### src/rtl/mcgr_pkg.sv
package mcgr_pkg;

    typedef enum logic [1:0] {
        WIN_NONE,
        WIN_GLOBAL,
        WIN_LOCAL,
        WIN_OTHER
    } win_e;

    function automatic logic [63:0] sext32(input logic [31:0] v);
        return {{32{v[31]}}, v};
    endfunction

endpackage

### src/rtl/mcgr_core_slot.sv
module mcgr_core_slot #(
    parameter int          DW       = 64,
    parameter int          NCORES   = 4,
    parameter int          IDX_W    = 2,
    parameter int          SEL_W    = 4,
    parameter logic [31:0] RB_MASK  = 32'hFFFF_F000,
    parameter logic [31:0] RB_RESET = 32'hBFC0_0000
) (
    input  logic             clk,
    input  logic             rst_n,
    input  logic             sel_we_i,
    input  logic             rb_we_i,
    input  logic [DW-1:0]    wdata_i,
    output logic [IDX_W-1:0] sel_o,
    output logic [31:0]      rbase_o,
    output logic [DW-1:0]    vec_o
);
    localparam logic [SEL_W:0] NC = (SEL_W+1)'(NCORES);

    typedef struct packed {
        logic [IDX_W-1:0] sel;
        logic [31:0]      rbase;
    } slot_t;

    slot_t st_d, st_q;
    logic  sel_ok;

    always_comb begin
        st_d   = st_q;
        sel_ok = {1'b0, wdata_i[SEL_W-1:0]} < NC;
        if (sel_we_i && sel_ok) st_d.sel = wdata_i[IDX_W-1:0];
        if (rb_we_i) st_d.rbase = wdata_i[31:0] & RB_MASK;
    end

    always_ff @(posedge clk) begin
        if (!rst_n) begin
            st_q.sel   <= '0;
            st_q.rbase <= RB_RESET & RB_MASK;
        end else begin
            st_q <= st_d;
        end
    end

    assign sel_o   = st_q.sel;
    assign rbase_o = st_q.rbase;
    assign vec_o   = {{(DW-32){st_q.rbase[31]}}, st_q.rbase};

endmodule

### src/rtl/mcgr_sub_region.sv
module mcgr_sub_region #(
    parameter int          DW        = 64,
    parameter logic [31:0] ADDR_MASK = 32'hFFFF_8000,
    parameter int          EN_BIT    = 0
) (
    input  logic          clk,
    input  logic          rst_n,
    input  logic          present_i,
    input  logic          we_i,
    input  logic [DW-1:0] wdata_i,
    output logic [DW-1:0] stored_o,
    output logic [DW-1:0] base_o,
    output logic          en_o
);
    localparam logic [31:0] FULL_MASK = ADDR_MASK | (32'd1 << EN_BIT);

    logic [31:0] val_d, val_q;

    always_comb begin
        val_d = val_q;
        if (we_i && present_i) val_d = wdata_i[31:0] & FULL_MASK;
    end

    always_ff @(posedge clk) begin
        if (!rst_n) val_q <= '0;
        else        val_q <= val_d;
    end

    assign stored_o = DW'(val_q);
    assign base_o   = DW'(val_q & ADDR_MASK);
    assign en_o     = val_q[EN_BIT];

endmodule

### src/rtl/mcgr_top.sv
module mcgr_top
    import mcgr_pkg::*;
#(
    parameter int          NCORES      = 4,
    parameter int          DW          = 64,
    parameter int          AW          = 16,
    parameter int          SEL_W       = 4,
    parameter logic [3:0]  LOC_WIN     = 4'h2,
    parameter logic [3:0]  OTH_WIN     = 4'h4,
    parameter logic [11:0] OFF_CFG     = 12'h000,
    parameter logic [11:0] OFF_BLK     = 12'h008,
    parameter logic [11:0] OFF_REV     = 12'h030,
    parameter logic [11:0] OFF_ICBASE  = 12'h080,
    parameter logic [11:0] OFF_PCBASE  = 12'h088,
    parameter logic [11:0] OFF_ICSTAT  = 12'h0D0,
    parameter logic [11:0] OFF_PCSTAT  = 12'h0F0,
    parameter logic [11:0] OFF_L2      = 12'h130,
    parameter logic [11:0] OFF_CCFG    = 12'h010,
    parameter logic [11:0] OFF_SEL     = 12'h018,
    parameter logic [11:0] OFF_RB      = 12'h020,
    parameter int          L2_BYP_BIT  = 20,
    parameter logic [31:0] REV         = 32'h0000_0800,
    parameter logic [31:0] BLK_BASE    = 32'h1FBF_8000,
    parameter logic [31:0] RB_MASK     = 32'hFFFF_F000,
    parameter logic [31:0] RB_RESET    = 32'hBFC0_0000,
    parameter logic [31:0] SUB_AMASK   = 32'hFFFF_8000,
    parameter int          SUB_EN_BIT  = 0,
    localparam int         IDX_W       = (NCORES > 1) ? $clog2(NCORES) : 1,
    localparam int         WIN_BITS    = 12
) (
    input  logic                 clk,
    input  logic                 rst_n,
    input  logic [AW-1:0]        addr_i,
    input  logic [DW-1:0]        wdata_i,
    input  logic                 wr_en_i,
    input  logic                 rd_en_i,
    input  logic [IDX_W-1:0]     req_id_i,
    output logic [DW-1:0]        rdata_o,
    output logic [NCORES*DW-1:0] vec_o,
    input  logic                 ic_present_i,
    input  logic                 pc_present_i,
    output logic [DW-1:0]        ic_base_o,
    output logic                 ic_en_o,
    output logic [DW-1:0]        pc_base_o,
    output logic                 pc_en_o
);
    logic [IDX_W-1:0]        sel_a   [NCORES];
    logic [31:0]             rb_a    [NCORES];
    logic [NCORES*IDX_W-1:0] sel_flat;
    logic [IDX_W-1:0]        tgt;
    logic [WIN_BITS-1:0]     off;
    logic [AW-WIN_BITS-1:0]  win_id;
    win_e                    win;
    logic                    core_win;
    logic [DW-1:0]           ic_stored, pc_stored;
    logic                    ic_we, pc_we;

    assign off    = addr_i[WIN_BITS-1:0];
    assign win_id = addr_i[AW-1:WIN_BITS];

    always_comb begin
        if (win_id == '0)                                  win = WIN_GLOBAL;
        else if (win_id == (AW-WIN_BITS)'(LOC_WIN))        win = WIN_LOCAL;
        else if (win_id == (AW-WIN_BITS)'(OTH_WIN))        win = WIN_OTHER;
        else                                               win = WIN_NONE;
    end

    assign core_win = (win == WIN_LOCAL) || (win == WIN_OTHER);
    assign tgt      = (win == WIN_LOCAL) ? req_id_i : sel_a[req_id_i];

    generate
        for (genvar i = 0; i < NCORES; i++) begin : g_core
            logic sel_we, rb_we;
            assign sel_we = wr_en_i && core_win && off == OFF_SEL && tgt == IDX_W'(i);
            assign rb_we  = wr_en_i && core_win && off == OFF_RB  && tgt == IDX_W'(i);

            mcgr_core_slot #(
                .DW(DW), .NCORES(NCORES), .IDX_W(IDX_W), .SEL_W(SEL_W),
                .RB_MASK(RB_MASK), .RB_RESET(RB_RESET)
            ) u_slot (
                .clk(clk), .rst_n(rst_n),
                .sel_we_i(sel_we), .rb_we_i(rb_we), .wdata_i(wdata_i),
                .sel_o(sel_a[i]), .rbase_o(rb_a[i]),
                .vec_o(vec_o[i*DW +: DW])
            );
            assign sel_flat[i*IDX_W +: IDX_W] = sel_a[i];
        end
    endgenerate

    assign ic_we = wr_en_i && win == WIN_GLOBAL && off == OFF_ICBASE;
    assign pc_we = wr_en_i && win == WIN_GLOBAL && off == OFF_PCBASE;

    mcgr_sub_region #(.DW(DW), .ADDR_MASK(SUB_AMASK), .EN_BIT(SUB_EN_BIT)) u_ic (
        .clk(clk), .rst_n(rst_n), .present_i(ic_present_i), .we_i(ic_we),
        .wdata_i(wdata_i), .stored_o(ic_stored), .base_o(ic_base_o), .en_o(ic_en_o)
    );

    mcgr_sub_region #(.DW(DW), .ADDR_MASK(SUB_AMASK), .EN_BIT(SUB_EN_BIT)) u_pc (
        .clk(clk), .rst_n(rst_n), .present_i(pc_present_i), .we_i(pc_we),
        .wdata_i(wdata_i), .stored_o(pc_stored), .base_o(pc_base_o), .en_o(pc_en_o)
    );

    always_comb begin
        rdata_o = '0;
        if (rd_en_i) begin
            unique case (win)
                WIN_GLOBAL: begin
                    if      (off == OFF_CFG)    rdata_o = '0;
                    else if (off == OFF_BLK)    rdata_o = DW'(BLK_BASE);
                    else if (off == OFF_REV)    rdata_o = DW'(REV);
                    else if (off == OFF_ICBASE) rdata_o = ic_stored;
                    else if (off == OFF_PCBASE) rdata_o = pc_stored;
                    else if (off == OFF_ICSTAT) rdata_o = DW'(ic_present_i);
                    else if (off == OFF_PCSTAT) rdata_o = DW'(pc_present_i);
                    else if (off == OFF_L2)     rdata_o = DW'(1) << L2_BYP_BIT;
                end
                WIN_LOCAL, WIN_OTHER: begin
                    if      (off == OFF_CCFG) rdata_o = DW'(NCORES - 1);
                    else if (off == OFF_SEL)  rdata_o = DW'(sel_a[tgt]);
                    else if (off == OFF_RB)   rdata_o = DW'(rb_a[tgt]);
                end
                default: rdata_o = '0;
            endcase
        end
    end

endmodule

### config.mk
export PLATFORM = sky130hd
export DESIGN_NAME = mcgr_top
export DESIGN_NICKNAME = d
export VERILOG_FILES = /design/src/rtl/mcgr_pkg.sv /design/src/rtl/mcgr_core_slot.sv /design/src/rtl/mcgr_sub_region.sv /design/src/rtl/mcgr_top.sv
export SDC_FILE = /design/constraint.sdc
export NUM_CORES = 1
export LEC_CHECK = 0
export ABC_AREA = 1
export BUFFER_PORTS_ARGS = -buffer_cell sky130_fd_sc_hd__buf_2
export CAP_MARGIN = 25
export CORE_AREA = 2 2 209 211
export DETAILED_ROUTE_END_ITERATION = 6
export DIE_AREA = 0 0 211 213
export GPL_ROUTABILITY_DRIVEN = 0
export PLACE_DENSITY = 0.4
export SETUP_SLACK_MARGIN = 0.1
export SYNTH_ARGS = -nofsm -noshare
export SYNTH_HDL_FRONTEND = slang
export SYNTH_SLANG_ARGS = --single-unit
### constraint.sdc
create_clock -name clk -period 4.33 [get_ports clk]
set_clock_uncertainty 0.15 [all_clocks]
set_input_delay 0.866 -clock clk [delete_from_list [all_inputs] [get_ports clk]]
set_output_delay 0.866 -clock clk [all_outputs]
set_load 0.01 [all_outputs]
# After elaboration in Yosys (flattened, before gate mapping)
# Cells that the tools add are included.
dict set report word_totals {
  register_bits 124
}
dict set report classes {
  order_cmp 3
  n_eq_ne 18
  n_mux 26
  bitwise 2
  n_reduce_logical 25
}
# operator count
set ops {}
lappend ops {{$mux 32} 10}
lappend ops {{$pmux 64 s2} 1}
lappend ops {{$bmux 32 s2} 1}
lappend ops {{$mux 64} 1}
lappend ops {{$mux 21} 3}
lappend ops {{$eq 12x8->1 const B} 4}
lappend ops {{$eq 12x5->1 const B} 2}
lappend ops {{$eq 12x6->1 const B} 2}
lappend ops {{$logic_and 1x1->1} 20}
lappend ops {{$mux 2} 8}
lappend ops {{$eq 12x4->1 const B} 1}
lappend ops {{$eq 12x9->1 const B} 1}
lappend ops {{$logic_not 12->1} 1}
lappend ops {{$bmux 2 s2} 2}
lappend ops {{$eq 2x2->1 const B} 4}
lappend ops {{$ge 3x3->1 const B} 2}
lappend ops {{$not 2->3} 2}
lappend ops {{$eq 2x1->1 const B} 2}
lappend ops {{$eq 4x2->1 const B} 1}
lappend ops {{$eq 4x3->1 const B} 1}
lappend ops {{$logic_not 4->1} 1}
lappend ops {{$lt 4x3->1 const B} 1}
lappend ops {{$logic_not 2->1} 1}
lappend ops {{$reduce_or 2->1} 1}
lappend ops {{$logic_or 1x1->1} 1}

# Longest topological paths before layout
dict set report depth {
  depth_word 15
  depth_mapped 13
  depth_no_buf 13
}

# Modules after synthesis
# A second synthesis with hierarchy kept.
dict set report hier_totals {
  cells_unflattened 1816
  hier_area_um2 11816.3
}
# mod n_inst cells_per_inst area_per_inst_um2 seq_area_each_um2
set by_module_without_submodules {}
lappend by_module_without_submodules {mcgr_core_slot 4 177 1380.1 440.4}
lappend by_module_without_submodules {mcgr_sub_region 2 226 1584.0 360.3}
lappend by_module_without_submodules {mcgr_top 1 656 3128.0 0.0}

# Worst setup path after synthesis
# OpenSTA, ideal clock, no wires.
dict set report synth_path {
  path_type {input-to-output}
  start {input addr_i[3]}
  end {output rdata_o[22]}
  t_arrival_ns 2.147
  setup_slack_ns 1.167
  cell_stages 9
  n_path_buf 1
  cell_sequence {or2_1 nor2_1 nand2_1 inv_1 nand2_4 inv_2 buf_4 a21oi_1 o31ai_1}
}
dict set report synth_between {
  elab_chain_len 8
  elab_cells_between_ends 18
}
# element line
set synth_rtl {}
lappend synth_rtl {{start, declared} mcgr_top.sv:33} ;# input logic [AW-1:0] addr_i,
lappend synth_rtl {{$eq 12x8->1} mcgr_top.sv:112} ;# else if (off == OFF_PCBASE) rdata_o = pc_stored;
lappend synth_rtl {{$mux 32} mcgr_top.sv:112}
lappend synth_rtl {{$mux 32} mcgr_top.sv:111} ;# else if (off == OFF_ICBASE) rdata_o = ic_stored;
lappend synth_rtl {{$mux 32} mcgr_top.sv:110} ;# else if (off == OFF_REV) rdata_o = DW'(REV);
lappend synth_rtl {{$mux 32} mcgr_top.sv:109} ;# else if (off == OFF_BLK) rdata_o = DW'(BLK_BASE);
lappend synth_rtl {{$mux 32} mcgr_top.sv:108} ;# if (off == OFF_CFG) rdata_o = '0;
lappend synth_rtl {{$pmux 64 s2 *} mcgr_top.sv:106} ;# unique case (win)
lappend synth_rtl {{$mux 64 *} mcgr_top.sv:105} ;# if (rd_en_i) begin
lappend synth_rtl {{end, declared} mcgr_top.sv:38} ;# output logic [DW-1:0] rdata_o,
# Every way passes the cells marked *; elsewhere a longest branch is shown, timed or not.

# Final worst setup path
dict set report layout_path {
  start {input addr_i[15]}
  end {output rdata_o[31]}
}
dict set report layout_between {
  elab_chain_len 15
  elab_cells_between_ends 20
}
# element line
set layout_rtl {}
lappend layout_rtl {{$eq 4x3->1} mcgr_top.sv:64} ;# else if (win_id == (AW-WIN_BITS)'(OTH_WIN)) win = WIN_OTHER;
lappend layout_rtl {{$mux 2} mcgr_top.sv:64}
lappend layout_rtl {{$mux 2} mcgr_top.sv:63} ;# else if (win_id == (AW-WIN_BITS)'(LOC_WIN)) win = WIN_LOCAL;
lappend layout_rtl {{$mux 2 *} mcgr_top.sv:62} ;# if (win_id == '0) win = WIN_GLOBAL;
lappend layout_rtl {{$eq 2x2->1} {mcgr_top.sv:69, mcgr_top.sv:106}}
lappend layout_rtl {{$mux 2} mcgr_top.sv:69} ;# assign tgt = (win == WIN_LOCAL) ? req_id_i : sel_a[req_id_i];
lappend layout_rtl {{$not 2->3 (not written as such)} mcgr_top.sv:120} ;# else if (off == OFF_RB) rdata_o = DW'(rb_a[tgt]);
lappend layout_rtl {{$bmux 32 s2} mcgr_top.sv:120}
lappend layout_rtl {{$mux 32 (not written as such) (2 in a row)} mcgr_top.sv:120}
lappend layout_rtl {{$mux 32} mcgr_top.sv:120}
lappend layout_rtl {{$mux 32} mcgr_top.sv:119} ;# else if (off == OFF_SEL) rdata_o = DW'(sel_a[tgt]);
lappend layout_rtl {{$mux 32} mcgr_top.sv:118} ;# if (off == OFF_CCFG) rdata_o = DW'(NCORES - 1);
lappend layout_rtl {{$pmux 64 s2 *} mcgr_top.sv:106}
lappend layout_rtl {{$mux 64 *} mcgr_top.sv:105}
# Every way passes the cells marked *; elsewhere a longest branch is shown, timed or not. The select of a mux whose other input is x is not followed.

==> results.yml <==
worst_setup_path:
  reg2reg_to: "g_core[3].u_slot.rbase_o[20]"
  reg2reg_setup_slack_ns: 1.76
  critPathRequiredTime_ns: 3.31
  worstSetupPathType: "in -> out"
  path_max_fanout: 15
  endpoint_kind: "output port"
  critical_path.startpoint_type: "primary input"
  rr_startpoint: "g_core[0].u_slot.sel_o[0]"
  cp_data_arrival_time_ns: 2.82
  worstRegToRegCells: 12
global_routing:
  grt_pass1_wl_mm: 39.5
  grt-ovfl-total: 0
  gr-usage-all-layers: 0.121
  antenna_found_initial: 0
  grt_max_degree: 58
  grt_pass1_vias: 5934
power:
  p_comb_frac: 0.078
  p_clk_frac: 0.550
  p_per_area_mw_per_mm2: 332
  seqPwrFrac: 0.373
  ir_drop_mv: 0.253
  leakagePower_uw: 0.00468
  power.share.switching: 0.254
  internal-power_uw: 2280
  switchingPower_uw: 778
timing:
  setup_tns_ns: 0
  setup_ws_ns: 0.493
  final-setup-viol-count: 0
  tightestPinTransition_ns: 0.958
  finalCritPeriodShare: 0.886
  grt_setup_unrepaired: "false"
  hold_viol_final: 0
  fin_crit_ns: 3.84
  slew_violations: 0
  max_slew_margin: 0.360
  fmax_mhz: 261
run:
  cap_violations: 0
logic_synthesis:
  synth.top_cell.area_share: 0.310
  ys_seq_area_frac: 0.310
  synth_area_leader_cell: "dfxtp_1"
  syn-instance-count: 1097
  netlist_area_mm2: 0.00801
  yosys_register_bits: 124
  yosysWarnings: 0
  syn_area_per_cell_um2: 7.30
  synth_area_leaders: "dfxtp_1, buf_4, nand2_1"
  yosysUniqueCellTypes: 31
clock_network:
  cts_buffers: 17
  cts_resized: 0
  cts_sinks: 124
  cts_root_buf: "clkbuf_16"
  clockBufferDepth: 2
  post_cts_buffers: 0
  cts_max_level: 4
  clock_latency_ns: 0.43
  cts_tree: "built"
  cts_hold_buffers: 0
  clkTransAtPathRegs_ns: 0.06
floorplanning:
  die-area_mm2: 0.0449
  start_util: 0.188
  num_rows: 76
  die_w_um: 211
  io_pins: 538
  die_y_um: 213
  core_mm2: 0.0427
layout:
  final_cell_mix: "buf_2, nand2_1, conb_1"
  syn_to_final_growth_pct: 15.2
  final_util: 0.216
  final_common_cell: "buf_2"
  fin_cells: 1834
  drive_gt1_frac: 0.304
  final_nets: 1363
  num_antenna_cells: 0
detailed_routing:
  initialDrtViolationCount: 344
  wl_per_cell_um: 15.5
  vias: 6947
  detail-route-antenna-nets: 0
  firstDrtPassIters: 5
  viasPerCell: 3.79
  route.detailed.drc: 0
  wirelength_mm: 28.5
hold_path:
  hp-class: "reg -> reg"
  hold_end: "g_core[1].u_slot.sel_o[1]"
  hold_start: "g_core[1].u_slot.sel_o[1]"
  worstHoldPathCells: 2
placed_design:
  dp_hpwl_mm: 21.7
  io_buffers: 314
  dpl.cell_count: 1802
  place_ws_ns: 0.453
outcome:
  status: "complete, no violations"
## power by group through the flow
stage                     registers, uW  clock network, uW  logic, uW
after floorplan                    1170                  0        274
after global placement             1170                  0        234
after detailed placement           1170                  0        236
after CTS                          1140               1740        237
after global routing               1140               1780        266
final                              1140               1680        238
## area by class of cell
cell class                 instances  area (um2)
timing repair buffer             336        1780
clock buffer                      20         447
sequential                       124        2480
multi-input combinational        735        3400
tap                              546         683
inverter                          61         229
clock inverter                    12         218
fill                            4810       33500
## metrics by stage
stage	cell area, um2	hold WS (ns)	total power [uW]
2_1_floorplan	8690	0.294	1440
3_3_place_gp	8550	0.315	1400
3_5_place_dp	8570	0.313	1400
4_1_cts	9230	0.324	3120
5_1_grt	9230	0.362	3190
6_report	9230	0.322	3060
## state kept, by name, indices dropped and copies added (netlist names)
name and cells:
u_ic.val_q 18, g_core.u_slot.sel_o 8, u_pc.val_q 18, g_core.u_slot.rbase_o 80
## worst max path at each step
stage / from / endpoint / slack, ns
after floorplan: addr_i[3] / rdata_o[22] / 1.17
after global placement: addr_i[15] / rdata_o[31] / 0.48
after detailed placement: addr_i[15] / rdata_o[22] / 0.45
after CTS: addr_i[15] / rdata_o[22] / 0.45
after global routing: req_id_i[1] / rdata_o[31] / 0.31
final: addr_i[15] / rdata_o[31] / 0.49
## kinds of logic (layout without fill, tap and decap cells)
group,Yosys count,after routing,share of synthesized area
DFF,124,124,0.310
AOI/OAI and AO/OA,268,268,0.188
other,1,183,0.000468
buffers and inverters,420,429,0.352
and+or+nand+nor,284,284,0.150
## worst max-delay path: stages
cell and delay, ns:
buf_2 0.10, nor2_2 0.16, nand2_2 0.16, nand3_1 0.16, nand2_2 0.14, nor2_4 0.21, buf_4 0.30, nand2_1 0.08
nand4_1 0.19, nand2_1 0.12, o31ai_1 0.10, buf_2 0.20
## synthesized netlist by cell type (all sizes together)
| cell | number |
|---|---|
| a41oi | 2 |
| o211ai | 37 |
| o21ai | 115 |
| nor3 | 8 |
| a22oi | 2 |
| clkbuf | 17 |
| nand3b | 1 |
| nand2 | 189 |
| inv | 61 |
| a21oi | 96 |
| nor2 | 61 |
| o31ai | 3 |
| conb | 1 |
| nand4 | 10 |
| nand3 | 12 |
| a22o | 13 |
| buf | 342 |
| or2 | 2 |
| and3 | 1 |
| dfxtp | 124 |
## metal layers
metal	routed length, um	part of all wire	vias up	GRT usage
li1	-	-	3453	-
met1	13500	0.47	3189	0.165
met2	12900	0.45	291	0.184
met3	1720	0.060	14	0.0328
met4	331	0.012	0	0.0362
met5	0	0	-	0
No activity file was read; power rests on OpenSTA's default activity.
